<file path="config.mk">
export PLATFORM = sky130hd
export DESIGN_NAME = tw_prot_slave
export DESIGN_NICKNAME = d
export VERILOG_FILES = /design/src/rtl/tw_pkg.sv /design/src/rtl/tw_cond_detect.sv /design/src/rtl/tw_addr_ptr.sv /design/src/rtl/tw_guard.sv /design/src/rtl/tw_prot_slave.sv
export SDC_FILE = /design/constraint.sdc
export NUM_CORES = 1
export LEC_CHECK = 0
export ABC_CLOCK_PERIOD_IN_PS = 3250
export BUFFER_PORTS_ARGS = -buffer_cell sky130_fd_sc_hd__buf_2
export CORE_UTILIZATION = 45
export DETAILED_ROUTE_END_ITERATION = 10
export PLACE_DENSITY_LB_ADDON = 0.2
export SLEW_MARGIN = 20
export SYNTH_ARGS = -nofsm -noshare
export SYNTH_HDL_FRONTEND = slang
export SYNTH_SLANG_ARGS = --single-unit
</file>
<file path="constraint.sdc">
create_clock -name clk -period 3.25 [get_ports clk]
set_input_delay 0.4875 -clock clk [delete_from_list [all_inputs] [get_ports clk]]
set_output_delay 0.4875 -clock clk [all_outputs]
set_load 0.005 [all_outputs]
</file>
<file path="src/rtl/tw_pkg.sv">
package tw_pkg;
  localparam int ADDR_W = 9;
  localparam int BYTE_W = 8;

  typedef enum logic [3:0] {
    ST_IDLE,
    ST_DEV,
    ST_DEV_ACK,
    ST_ADDR,
    ST_ADDR_ACK,
    ST_WDAT,
    ST_WDAT_ACK,
    ST_RDAT,
    ST_RD_ACK
  } tw_state_e;
endpackage

</file>
<file path="src/rtl/tw_cond_detect.sv">
module tw_cond_detect #(
  parameter int SYNC_STAGES = 2
) (
  input  logic clk,
  input  logic rst_n,
  input  logic scl_in,
  input  logic sda_in,
  output logic sda_s,
  output logic scl_rise,
  output logic scl_fall,
  output logic start_det,
  output logic stop_det
);
  logic [SYNC_STAGES-1:0] scl_pipe;
  logic [SYNC_STAGES-1:0] sda_pipe;
  logic scl_s, scl_d, sda_d;

  for (genvar i = 0; i < SYNC_STAGES; i++) begin : g_sync
    if (i == 0) begin : g_first
      always_ff @(posedge clk or negedge rst_n) begin
        if (!rst_n) begin
          scl_pipe[0] <= 1'b1;
          sda_pipe[0] <= 1'b1;
        end else begin
          scl_pipe[0] <= scl_in;
          sda_pipe[0] <= sda_in;
        end
      end
    end else begin : g_next
      always_ff @(posedge clk or negedge rst_n) begin
        if (!rst_n) begin
          scl_pipe[i] <= 1'b1;
          sda_pipe[i] <= 1'b1;
        end else begin
          scl_pipe[i] <= scl_pipe[i-1];
          sda_pipe[i] <= sda_pipe[i-1];
        end
      end
    end
  end

  assign scl_s = scl_pipe[SYNC_STAGES-1];
  assign sda_s = sda_pipe[SYNC_STAGES-1];

  always_ff @(posedge clk or negedge rst_n) begin
    if (!rst_n) begin
      scl_d <= 1'b1;
      sda_d <= 1'b1;
    end else begin
      scl_d <= scl_s;
      sda_d <= sda_s;
    end
  end

  assign scl_rise  = scl_s & ~scl_d;
  assign scl_fall  = ~scl_s & scl_d;
  assign start_det = scl_s & scl_d & sda_d & ~sda_s;
  assign stop_det  = scl_s & scl_d & ~sda_d & sda_s;
endmodule

</file>
<file path="src/rtl/tw_addr_ptr.sv">
module tw_addr_ptr
  import tw_pkg::*;
#(
  parameter int PAGE_BITS = 4,
  parameter logic [ADDR_W-1:0] MAX_ADDR = 9'h10F
) (
  input  logic              clk,
  input  logic              rst_n,
  input  logic              load,
  input  logic [ADDR_W-1:0] load_val,
  input  logic              inc_page,
  input  logic              inc_lin,
  output logic [ADDR_W-1:0] ptr
);
  logic [ADDR_W-1:0] ptr_q;

  always_ff @(posedge clk or negedge rst_n) begin
    if (!rst_n) begin
      ptr_q <= '0;
    end else if (load) begin
      ptr_q <= load_val;
    end else if (inc_page) begin
      ptr_q <= {ptr_q[ADDR_W-1:PAGE_BITS], ptr_q[PAGE_BITS-1:0] + PAGE_BITS'(1)};
    end else if (inc_lin) begin
      ptr_q <= (ptr_q == MAX_ADDR) ? '0 : ptr_q + ADDR_W'(1);
    end
  end

  assign ptr = ptr_q;
endmodule

</file>
<file path="src/rtl/tw_guard.sv">
module tw_guard #(
  parameter int NV_CYCLES = 5000
) (
  input  logic clk,
  input  logic rst_n,
  input  logic arm,
  output logic busy
);
  localparam int CW = $clog2(NV_CYCLES + 1);
  logic [CW-1:0] remain;

  always_ff @(posedge clk or negedge rst_n) begin
    if (!rst_n) begin
      remain <= '0;
    end else if (arm) begin
      remain <= CW'(NV_CYCLES);
    end else if (remain != '0) begin
      remain <= remain - CW'(1);
    end
  end

  assign busy = (remain != '0);
endmodule

</file>
<file path="src/rtl/tw_prot_slave.sv">
module tw_prot_slave
  import tw_pkg::*;
#(
  parameter logic [2:0]        DEV_CODE    = 3'b101,
  parameter int                PAGE_BITS   = 4,
  parameter logic [ADDR_W-1:0] MAX_ADDR    = 9'h10F,
  parameter logic [ADDR_W-1:0] LATCH_ADDR  = 9'h08C,
  parameter int                NV_CYCLES   = 5000,
  parameter int                SYNC_STAGES = 2
) (
  input  logic              clk,
  input  logic              rst_n,
  input  logic              scl_in,
  input  logic              sda_in,
  output logic              sda_oe,
  input  logic [2:0]        strap,
  input  logic              wp,
  output logic              mem_we,
  output logic [ADDR_W-1:0] mem_waddr,
  output logic [BYTE_W-1:0] mem_wdata,
  output logic [ADDR_W-1:0] mem_raddr,
  input  logic [BYTE_W-1:0] mem_rdata
);
  logic sda_s, scl_rise, scl_fall, start_det, stop_det;
  logic busy;
  logic [ADDR_W-1:0] ptr;

  tw_state_e         state;
  logic [3:0]        cnt;
  logic [BYTE_W-1:0] shreg, obyte;
  logic              sda_oe_q, rd_mode, hi_q, m_ack, wel_q, nv_pend;
  logic              mem_we_q;
  logic [ADDR_W-1:0] waddr_q;
  logic [BYTE_W-1:0] wdata_q;

  logic              byte_done, no_evt, dev_match, at_latch, wr_ok;
  logic [BYTE_W-1:0] rd_byte;

  tw_cond_detect #(.SYNC_STAGES(SYNC_STAGES)) u_cond (
    .clk      (clk),
    .rst_n    (rst_n),
    .scl_in   (scl_in),
    .sda_in   (sda_in),
    .sda_s    (sda_s),
    .scl_rise (scl_rise),
    .scl_fall (scl_fall),
    .start_det(start_det),
    .stop_det (stop_det)
  );

  tw_guard #(.NV_CYCLES(NV_CYCLES)) u_guard (
    .clk  (clk),
    .rst_n(rst_n),
    .arm  (stop_det & nv_pend),
    .busy (busy)
  );

  assign no_evt    = ~start_det & ~stop_det;
  assign byte_done = scl_fall && (cnt == 4'd8);

  tw_addr_ptr #(.PAGE_BITS(PAGE_BITS), .MAX_ADDR(MAX_ADDR)) u_ptr (
    .clk     (clk),
    .rst_n   (rst_n),
    .load    (no_evt && state == ST_ADDR && byte_done),
    .load_val({hi_q, shreg}),
    .inc_page(no_evt && state == ST_WDAT && byte_done),
    .inc_lin (no_evt && state == ST_RDAT && byte_done),
    .ptr     (ptr)
  );

  always_comb begin
    dev_match = (shreg[7:5] == DEV_CODE) && (shreg[4:2] == strap);
    at_latch  = (ptr == LATCH_ADDR);
    wr_ok     = !wp && (at_latch || (wel_q && ptr <= MAX_ADDR));
    if (at_latch)             rd_byte = {7'b0, wel_q};
    else if (ptr > MAX_ADDR)  rd_byte = 8'hFF;
    else                      rd_byte = mem_rdata;
  end

  always_ff @(posedge clk or negedge rst_n) begin
    if (!rst_n) begin
      state    <= ST_IDLE;
      cnt      <= '0;
      shreg    <= '0;
      obyte    <= '0;
      sda_oe_q <= 1'b0;
      rd_mode  <= 1'b0;
      hi_q     <= 1'b0;
      m_ack    <= 1'b0;
      wel_q    <= 1'b0;
      nv_pend  <= 1'b0;
      mem_we_q <= 1'b0;
      waddr_q  <= '0;
      wdata_q  <= '0;
    end else begin
      mem_we_q <= 1'b0;
      if (start_det) begin
        state    <= ST_DEV;
        cnt      <= '0;
        sda_oe_q <= 1'b0;
      end else if (stop_det) begin
        state    <= ST_IDLE;
        sda_oe_q <= 1'b0;
        nv_pend  <= 1'b0;
      end else begin
        case (state)
          ST_DEV: begin
            if (scl_rise && cnt != 4'd8) begin
              shreg <= {shreg[6:0], sda_s};
              cnt   <= cnt + 4'd1;
            end else if (byte_done) begin
              cnt <= '0;
              if (dev_match && !busy) begin
                sda_oe_q <= 1'b1;
                rd_mode  <= shreg[0];
                if (!shreg[0]) hi_q <= shreg[1];
                state    <= ST_DEV_ACK;
              end else begin
                state <= ST_IDLE;
              end
            end
          end
          ST_DEV_ACK: begin
            if (scl_fall) begin
              cnt <= '0;
              if (rd_mode) begin
                state    <= ST_RDAT;
                obyte    <= rd_byte;
                sda_oe_q <= ~rd_byte[7];
              end else begin
                state    <= ST_ADDR;
                sda_oe_q <= 1'b0;
              end
            end
          end
          ST_ADDR: begin
            if (scl_rise && cnt != 4'd8) begin
              shreg <= {shreg[6:0], sda_s};
              cnt   <= cnt + 4'd1;
            end else if (byte_done) begin
              cnt      <= '0;
              sda_oe_q <= 1'b1;
              state    <= ST_ADDR_ACK;
            end
          end
          ST_ADDR_ACK, ST_WDAT_ACK: begin
            if (scl_fall) begin
              cnt      <= '0;
              sda_oe_q <= 1'b0;
              state    <= ST_WDAT;
            end
          end
          ST_WDAT: begin
            if (scl_rise && cnt != 4'd8) begin
              shreg <= {shreg[6:0], sda_s};
              cnt   <= cnt + 4'd1;
            end else if (byte_done) begin
              cnt      <= '0;
              sda_oe_q <= wr_ok;
              state    <= ST_WDAT_ACK;
              if (at_latch) begin
                if (!wp) wel_q <= shreg[0];
              end else if (wr_ok) begin
                mem_we_q <= 1'b1;
                waddr_q  <= ptr;
                wdata_q  <= shreg;
                nv_pend  <= 1'b1;
              end
            end
          end
          ST_RDAT: begin
            if (scl_rise && cnt != 4'd8) begin
              cnt <= cnt + 4'd1;
            end else if (scl_fall) begin
              if (cnt == 4'd8) begin
                sda_oe_q <= 1'b0;
                state    <= ST_RD_ACK;
              end else if (cnt != 4'd0) begin
                sda_oe_q <= ~obyte[3'd7 - cnt[2:0]];
              end
            end
          end
          ST_RD_ACK: begin
            if (scl_rise) begin
              m_ack <= ~sda_s;
            end else if (scl_fall) begin
              cnt <= '0;
              if (m_ack) begin
                state    <= ST_RDAT;
                obyte    <= rd_byte;
                sda_oe_q <= ~rd_byte[7];
              end else begin
                state    <= ST_IDLE;
                sda_oe_q <= 1'b0;
              end
            end
          end
          default: state <= ST_IDLE;
        endcase
      end
    end
  end

  assign sda_oe    = sda_oe_q;
  assign mem_we    = mem_we_q;
  assign mem_waddr = waddr_q;
  assign mem_wdata = wdata_q;
  assign mem_raddr = ptr;
endmodule

</file>
==> flow_summary_export.csv, run 1 <==
group,metric,value,unit
cts,cts_sinks,76,
run_status,status,"finished, final reports clean",
cts,path_clk_slew,0.09,ns
worst_setup_path,worstSetupStartpointType,"flip-flop",
detailed_routing,remaining_drc_errors,0,
timing,fin_ws,0.463,ns
detailed_routing,met1_length,4220,microns
worst_hold_path,hp-start,"sda_in",
cells_and_area,layout.nets,461,
yosys,yosysMostFrequentCell,"dfrtp_1",
power,power_frac_comb,22.6,%
timing,fin_crit,2.79,ns
floorplan,io_pins,44,
power,leakagePower,2.14,nW
timing,hold_violations,0,
floorplan,fp-row-count,33,
global_route,antenna_found_initial,0,
yosys,synth_ff_type,"dfrtp_1",
power,internal_power,1.73,mW
timing,skew,0.0138,ns
power,swShare,32.8,%
job,cap_violations,0,
worst_setup_path,worstPathMaxFanout,14,
cts,post_cts_resized,0,
timing,max-slew-margin-rel,35.7,%
worst_setup_path,slowest_delay,0.47,ns
worst_setup_path,crit_required,3.49,ns
detailed_routing,avgRoutedWirePerCell,16.8,microns
cells_and_area,utilization,54.5,%
cells_and_area,num_antenna_cells,0,
power,p_clk_share,32.1,%
yosys,synthTopCellsByCount,"70 x dfrtp_1, 38 x nand2_1, 37 x nor2_1",
cts,cts_tree,"built",
power,p_total,2.57,mW
worst_setup_path,critPathBufInv,2,
placed_design,gp_congestion,0.913,
detailed_routing,ant_nets,0,
yosys,syn_area_per_cell,10.2,sq um
cells_and_area,stdcell_count,549,
worst_setup_path,arrival,3.03,ns
cells_and_area,num-fill-cells,716,
detailed_routing,drt_wl_total,9220,microns
cells_and_area,drive_above_1_share,26.1,%
detailed_routing,viasPerCell,5.78,
global_route,grt_pass1_vias,3038,
timing,final.setup.tns,0,ns
worst_setup_path,path_delay_family,"simple AND/OR/NAND/NOR gates",
yosys,synth_nets,414,
timing,finalCritPeriodShare,85.8,%
worst_setup_path,reg2reg_from,"cnt[0]",
cells_and_area,stdcell_area,0.00457,sq mm
worst_setup_path,cp_slowest_cell,"dfrtp_1",
placed_design,port_buffers,43,
timing,finalMaxSlewViolations,0,
yosys,yosysSeqAreaShare,47.8,%
power,p_sw,0.844,mW
cts,cts_buffer_depth,2,
yosys,synth_area_leader_cell,"dfrtp_1",
placed_design,dp_slack,0.474,ns
global_route,grt_use_total,21.7,%
cts,post_cts_buffers,0,
cts,htree_levels,3,
timing,rsz0062_at_grt,"no",
worst_setup_path,crit_chain,"inv_1 -> ha_1 -> and4bb_2 -> nand2_1 -> or2_2 -> nor2_1 -> nor4bb_4 -> buf_4 -> mux2_2",
timing,setup_viol,0,
yosys,synth-edff-count,0,
cts,cts_buffers,9,
placed_design,dpl.cell_count,533,
placed_design,dp_hpwl,6290,microns
cts,clockRootBuffer,"clkbuf_8",
power,p_per_area,563,mW/mm^2
floorplan,dieArea,0.00925,sq mm
worst_hold_path,hold_class,"in2reg",
global_route,grt_overflow,0,
floorplan,die_h,96.2,microns
detailed_routing,first_iter_violations,152,
detailed_routing,topRoutingLayerUsed,"met4",
detailed_routing,dr.pass1.iters,5,
cts,cts_hold_buf,0,
yosys,synthTopCellsByArea,"dfrtp_1 44%, mux2_2 8.2%, dfstp_2 3.9%",
yosys,async_reset_ff_share,100,%
worst_setup_path,timing.critical_path.from,"cnt[0]",
detailed_routing,num_vias,3175,
worst_setup_path,cp-end-kind,"flip-flop",
power,ir_drop,300,uV
floorplan,core,0.00838,sq mm
global_route,grt_pass1_wl,15100,microns
detailed_routing,wl_met2,4360,microns
timing,worst_slew_pin_slew,0.964,ns
yosys,synthCells,392,
floorplan,chipWidth,96.2,microns
power,power_frac_seq,45.3,%
yosys,ys_seq_elements,76,
yosys,synth_area,0.00399,sq mm
yosys,ys_types,65,
placed_design,place_area,0.00435,sq mm
cts,clkLatencyLatePin,0.36,ns
timing,holdWs,0.210,ns
yosys,yosysWarnings,0,
timing,max_freq,359,MHz
floorplan,initial_core_util,47.6,%
yosys,yosysTopAreaCellShare,43.9,%
global_route,grt_max_degree,77,
detailed_routing,routed-wl-met3,497,microns
worst_setup_path,path_class,"reg2reg",
cells_and_area,areaGrowthSynthToFinish,14.5,%
==> cell families (layout without fill, tap and decap cells) <==
| kind of cell | after synthesis | in the layout | share of synthesized area (%) |
|---|---|---|---|
| flops | 76 | 76 | 47.8 |
| fa+ha+maj | 6 | 6 | 1.88 |
| simple gates | 153 | 153 | 20.5 |
| mux | 35 | 35 | 10.3 |
| buf+inv | 30 | 82 | 2.98 |
| xor+xnor | 12 | 12 | 2.63 |
| compound gates | 80 | 80 | 13.9 |
==> final timing paths <==
kind | end | slack [ns] | cells after the start
setup reg to reg | mem_wdata[7] | 0.46 | 9
max in group asynchronous | u_ptr.ptr[7] | 2.34 | 1
hold reg to reg | u_cond.scl_s | 0.36 | 0
min in group asynchronous | rd_mode | 0.28 | 1
hold / removal | u_cond.sda_pipe[0] | 0.21 | 1
setup / recovery | mem_wdata[7] | 0.46 | 9
==> layer usage <==
layer	vias up	GRT usage [%]
met5	-	0
met4	0	6.22
met3	15	6.08
met2	102	34.3
met1	1544	29.0
li1	1514	-
==> power groups by stage <==
stage | sequential, mW | combinational [mW] | clock, mW
after floorplan | 1.11 | 0.458 | 0
after global placement | 1.18 | 0.564 | 0
after detailed placement | 1.18 | 0.570 | 0
after CTS | 1.16 | 0.573 | 0.849
after global routing | 1.18 | 0.645 | 0.879
final | 1.16 | 0.582 | 0.825
==> cell type report <==
type | instances | area, sq um | area share (%)
Timing Repair Buffer | 50 | 270 | 5.91
Tap cell | 105 | 131 | 2.87
Clock inverter | 6 | 95.1 | 2.08
Sequential cell | 76 | 1910 | 41.8
Clock buffer | 10 | 128 | 2.79
Inverter | 16 | 60.1 | 1.31
Multi-Input combinational cell | 286 | 1980 | 43.3
==> layout by cell type, fill, tap and decap left out, drive strengths merged, types with 3 or more instances in the layout <==
master,Yosys,layout
dfrtp,70,70
buf,3,50
nand2,38,38
nor2,37,37
mux2,30,30
o21ai,21,21
inv,15,17
a21oi,13,13
o31ai,12,12
nand3,12,12
nand2b,10,10
clkbuf,11,10
nor3,9,9
and3,9,9
nor2b,7,7
xnor2,7,7
ha,6,6
dfstp,6,6
xor2,5,5
or3,5,5
a22o,4,4
nor4,4,4
or2,3,3
a211oi,3,3
mux2i,3,3
o32ai,3,3
or4,3,3
o22ai,3,3
clkinv,1,3
==> sequential cells by signal, summed over array words and instances, names as in the netlist, 4 cells and up <==
name,cells
mem_wdata,8
state,4
u_ptr.ptr,9
cnt,4
mem_waddr,9
shreg,8
obyte,8
u_guard.remain,13
Power figures use the tool's default switching activity.
==> inputs of run 2 (changes only) <==
ABC_AREA = 1   (was not set)
MAX_ROUTING_LAYER = met4   (was not set)
==> run 2 against run 1 <==
Effect of this change:
- synthesized cell count grew 39%
- critical endpoint is now mem_waddr[3]
- via count grew 13%
- fmax increased by 20%
- clock power rose by 16%
- cell count is 29% higher
- utilization shrank 2.0 points
- critical path type unchanged
- clock skew decreased by 0.0056 ns
- combinational power up 20%
- sequential share of layout area fell by 2.2 points
- wire length about the same
==> flow_summary_export.csv, run 2 <==
group,metric,value,unit
worst_setup_path,critPathBufInv,3,
power,p_per_area,606,mW/mm^2
yosys,yosysWarnings,0,
detailed_routing,first_iter_violations,182,
timing,fin_crit,2.32,ns
power,internal_power,1.97,mW
cells_and_area,largest_register,"u_guard.remain",
cts,htree_levels,3,
job,cap_violations,0,
cts,post_cts_buffers,0,
global_route,grt_max_degree,77,
yosys,synth_area,0.00427,sq mm
placed_design,dp_hpwl,6820,microns
cells_and_area,final_cell_mix,"155 x nand2_1, 70 x dfrtp_1, 66 x inv_1, 48 x nor2_1, 42 x buf_2",
yosys,synth_ff_type,"dfrtp_1",
timing,fin_ws,0.926,ns
global_route,grt_pass1_vias,3494,
worst_setup_path,cp-end-kind,"flip-flop",
timing,holdWs,0.228,ns
cts,cts_buffers,9,
detailed_routing,drt_wl_total,9220,microns
cts,cts_buffer_depth,2,
floorplan,initial_core_util,46.4,%
yosys,yosysTopAreaCellShare,41.0,%
timing,finalMaxSlewViolations,0,
floorplan,dieArea,0.00988,sq mm
power,p_total,2.93,mW
cts,clockRootBuffer,"clkbuf_8",
run_status,status,"finished, final reports clean",
yosys,yosysMostFrequentCell,"nand2_1",
power,ir_drop,406,uV
worst_setup_path,crit_chain,"inv_1 -> ha_1 -> inv_1 -> nor2_2 -> nand3_4 -> nor2_4 -> nand4_4 -> inv_1 -> nand2_1 -> nand2_1",
yosys,ys_types,40,
detailed_routing,dr.pass1.iters,5,
detailed_routing,num_vias,3593,
cells_and_area,stdcell_area,0.00483,sq mm
placed_design,place_area,0.00457,sq mm
cells_and_area,stdcell_count,708,
cts,cts_tree,"built",
worst_setup_path,worstPathMaxFanout,34,
detailed_routing,avgRoutedWirePerCell,13.0,microns
worst_setup_path,worstSetupStartpointType,"flip-flop",
worst_setup_path,crit_required,3.54,ns
cells_and_area,num_antenna_cells,0,
cts,post_cts_resized,0,
cts,clkLatencyLatePin,0.35,ns
power,p_sw,0.960,mW
yosys,synthTopCellsByArea,"dfrtp_1 41%, nand2_1 14%, inv_1 5.8%",
detailed_routing,remaining_drc_errors,0,
floorplan,die_h,99.4,microns
worst_setup_path,path_delay_family,"simple AND/OR/NAND/NOR gates",
worst_hold_path,hold_class,"in2reg",
power,p_clk_share,32.6,%
timing,hold_violations,0,
timing,skew,0.00818,ns
power,power_frac_seq,43.5,%
yosys,synth_nets,566,
timing,finalCritPeriodShare,71.5,%
timing,rsz0062_at_grt,"no",
yosys,ys_seq_elements,76,
yosys,synthTopCellsByCount,"155 x nand2_1, 70 x dfrtp_1, 66 x inv_1",
cts,path_clk_slew,0.08,ns
power,leakagePower,2.50,nW
yosys,async_reset_ff_share,100,%
cells_and_area,num-fill-cells,864,
placed_design,port_buffers,43,
floorplan,core,0.00920,sq mm
detailed_routing,viasPerCell,5.07,
timing,max_freq,430,MHz
timing,final.setup.tns,0,ns
detailed_routing,ant_nets,0,
yosys,synth-edff-count,0,
cells_and_area,layout.nets,614,
worst_setup_path,arrival,2.62,ns
cells_and_area,largest_reg_flops,13,
timing,worst_slew_pin_slew,0.954,ns
placed_design,dp_slack,0.901,ns
cells_and_area,final_common_cell,"nand2_1",
timing,max-slew-margin-rel,36.4,%
global_route,grt_pass1_wl,16300,microns
floorplan,fp-row-count,35,
worst_setup_path,cp_common_cell,"inv_1",
power,power_frac_comb,23.8,%
timing,setup_viol,0,
floorplan,io_pins,44,
global_route,grt_use_total,21.3,%
cts,cts_sinks,76,
cells_and_area,areaGrowthSynthToFinish,13.1,%
global_route,antenna_found_initial,0,
worst_setup_path,slowest_delay,0.47,ns
cts,cts_hold_buf,0,
yosys,syn_area_per_cell,7.85,sq um
placed_design,dpl.cell_count,692,
yosys,synthCells,544,
global_route,grt_overflow,0,
cells_and_area,drive_above_1_share,20.4,%
worst_setup_path,cp_slowest_cell,"dfrtp_1",
yosys,yosysSeqAreaShare,44.7,%
floorplan,chipWidth,99.4,microns
worst_setup_path,path_class,"reg2reg",
power,swShare,32.8,%
cells_and_area,utilization,52.5,%
yosys,synth_area_leader_cell,"dfrtp_1",
placed_design,gp_congestion,0.901,
run 2: final timing paths:
kind | from | endpoint | slack [ns] | cells after the start
max | cnt[0] | mem_waddr[3] | 0.93 | 10
min | sda_in | u_cond.sda_pipe[0] | 0.23 | 1
max reg2reg | cnt[0] | mem_waddr[3] | 0.93 | 10
min reg2reg | u_cond.sda_pipe[0] | u_cond.sda_s | 0.36 | 0
max in group asynchronous | rst_n | u_guard.remain[4] | 2.35 | 1
min in group asynchronous | rst_n | obyte[5] | 0.26 | 1
run 2: logic make-up (layout without fill, tap and decap cells):
logic type / Yosys count / in the layout / share of synthesized area, %
fa+ha+maj: 6 / 6 / 1.76
simple gates: 280 / 280 / 30.5
xor+xnor: 7 / 7 / 1.44
compound gates: 94 / 94 / 13.6
flops: 76 / 76 / 44.7
buf+inv: 81 / 134 / 8.06
run 2: power groups by stage:
stage / combinational [mW] / clock, mW / sequential (mW)
after detailed placement: 0.704 / 0 / 1.29
final: 0.698 / 0.955 / 1.28
after global placement: 0.681 / 0 / 1.29
after CTS: 0.707 / 0.983 / 1.27
after global routing: 0.808 / 1.01 / 1.30
after floorplan: 0.551 / 0 / 1.25
run 2: final cells by class:
class / count / area [sq um] / share of cell area, %
Multi-Input combinational cell: 387 / 2020 / 41.8
Sequential cell: 76 / 1910 / 39.5
Inverter: 75 / 283 / 5.85
Timing Repair Buffer: 43 / 218 / 4.51
Tap cell: 111 / 139 / 2.88
Clock inverter: 6 / 136 / 2.82
Clock buffer: 10 / 128 / 2.64
run 2: worst reg2reg max path, cell delays in order, from the launching register on:
cell and delay, ns:
dfrtp_1 0.47, inv_1 0.18, ha_1 0.22, inv_1 0.06, nor2_2 0.14, nand3_4 0.15
nor2_4 0.17, nand4_4 0.47, inv_1 0.27, nand2_1 0.07, nand2_1 0.06
run 2: layer usage:
metal  part of all wire [%]  track usage [%]
met1                     48             26.6
met2                     48             35.0
met3                    3.2             4.15
met4                    1.3             6.56
met5                      0                -
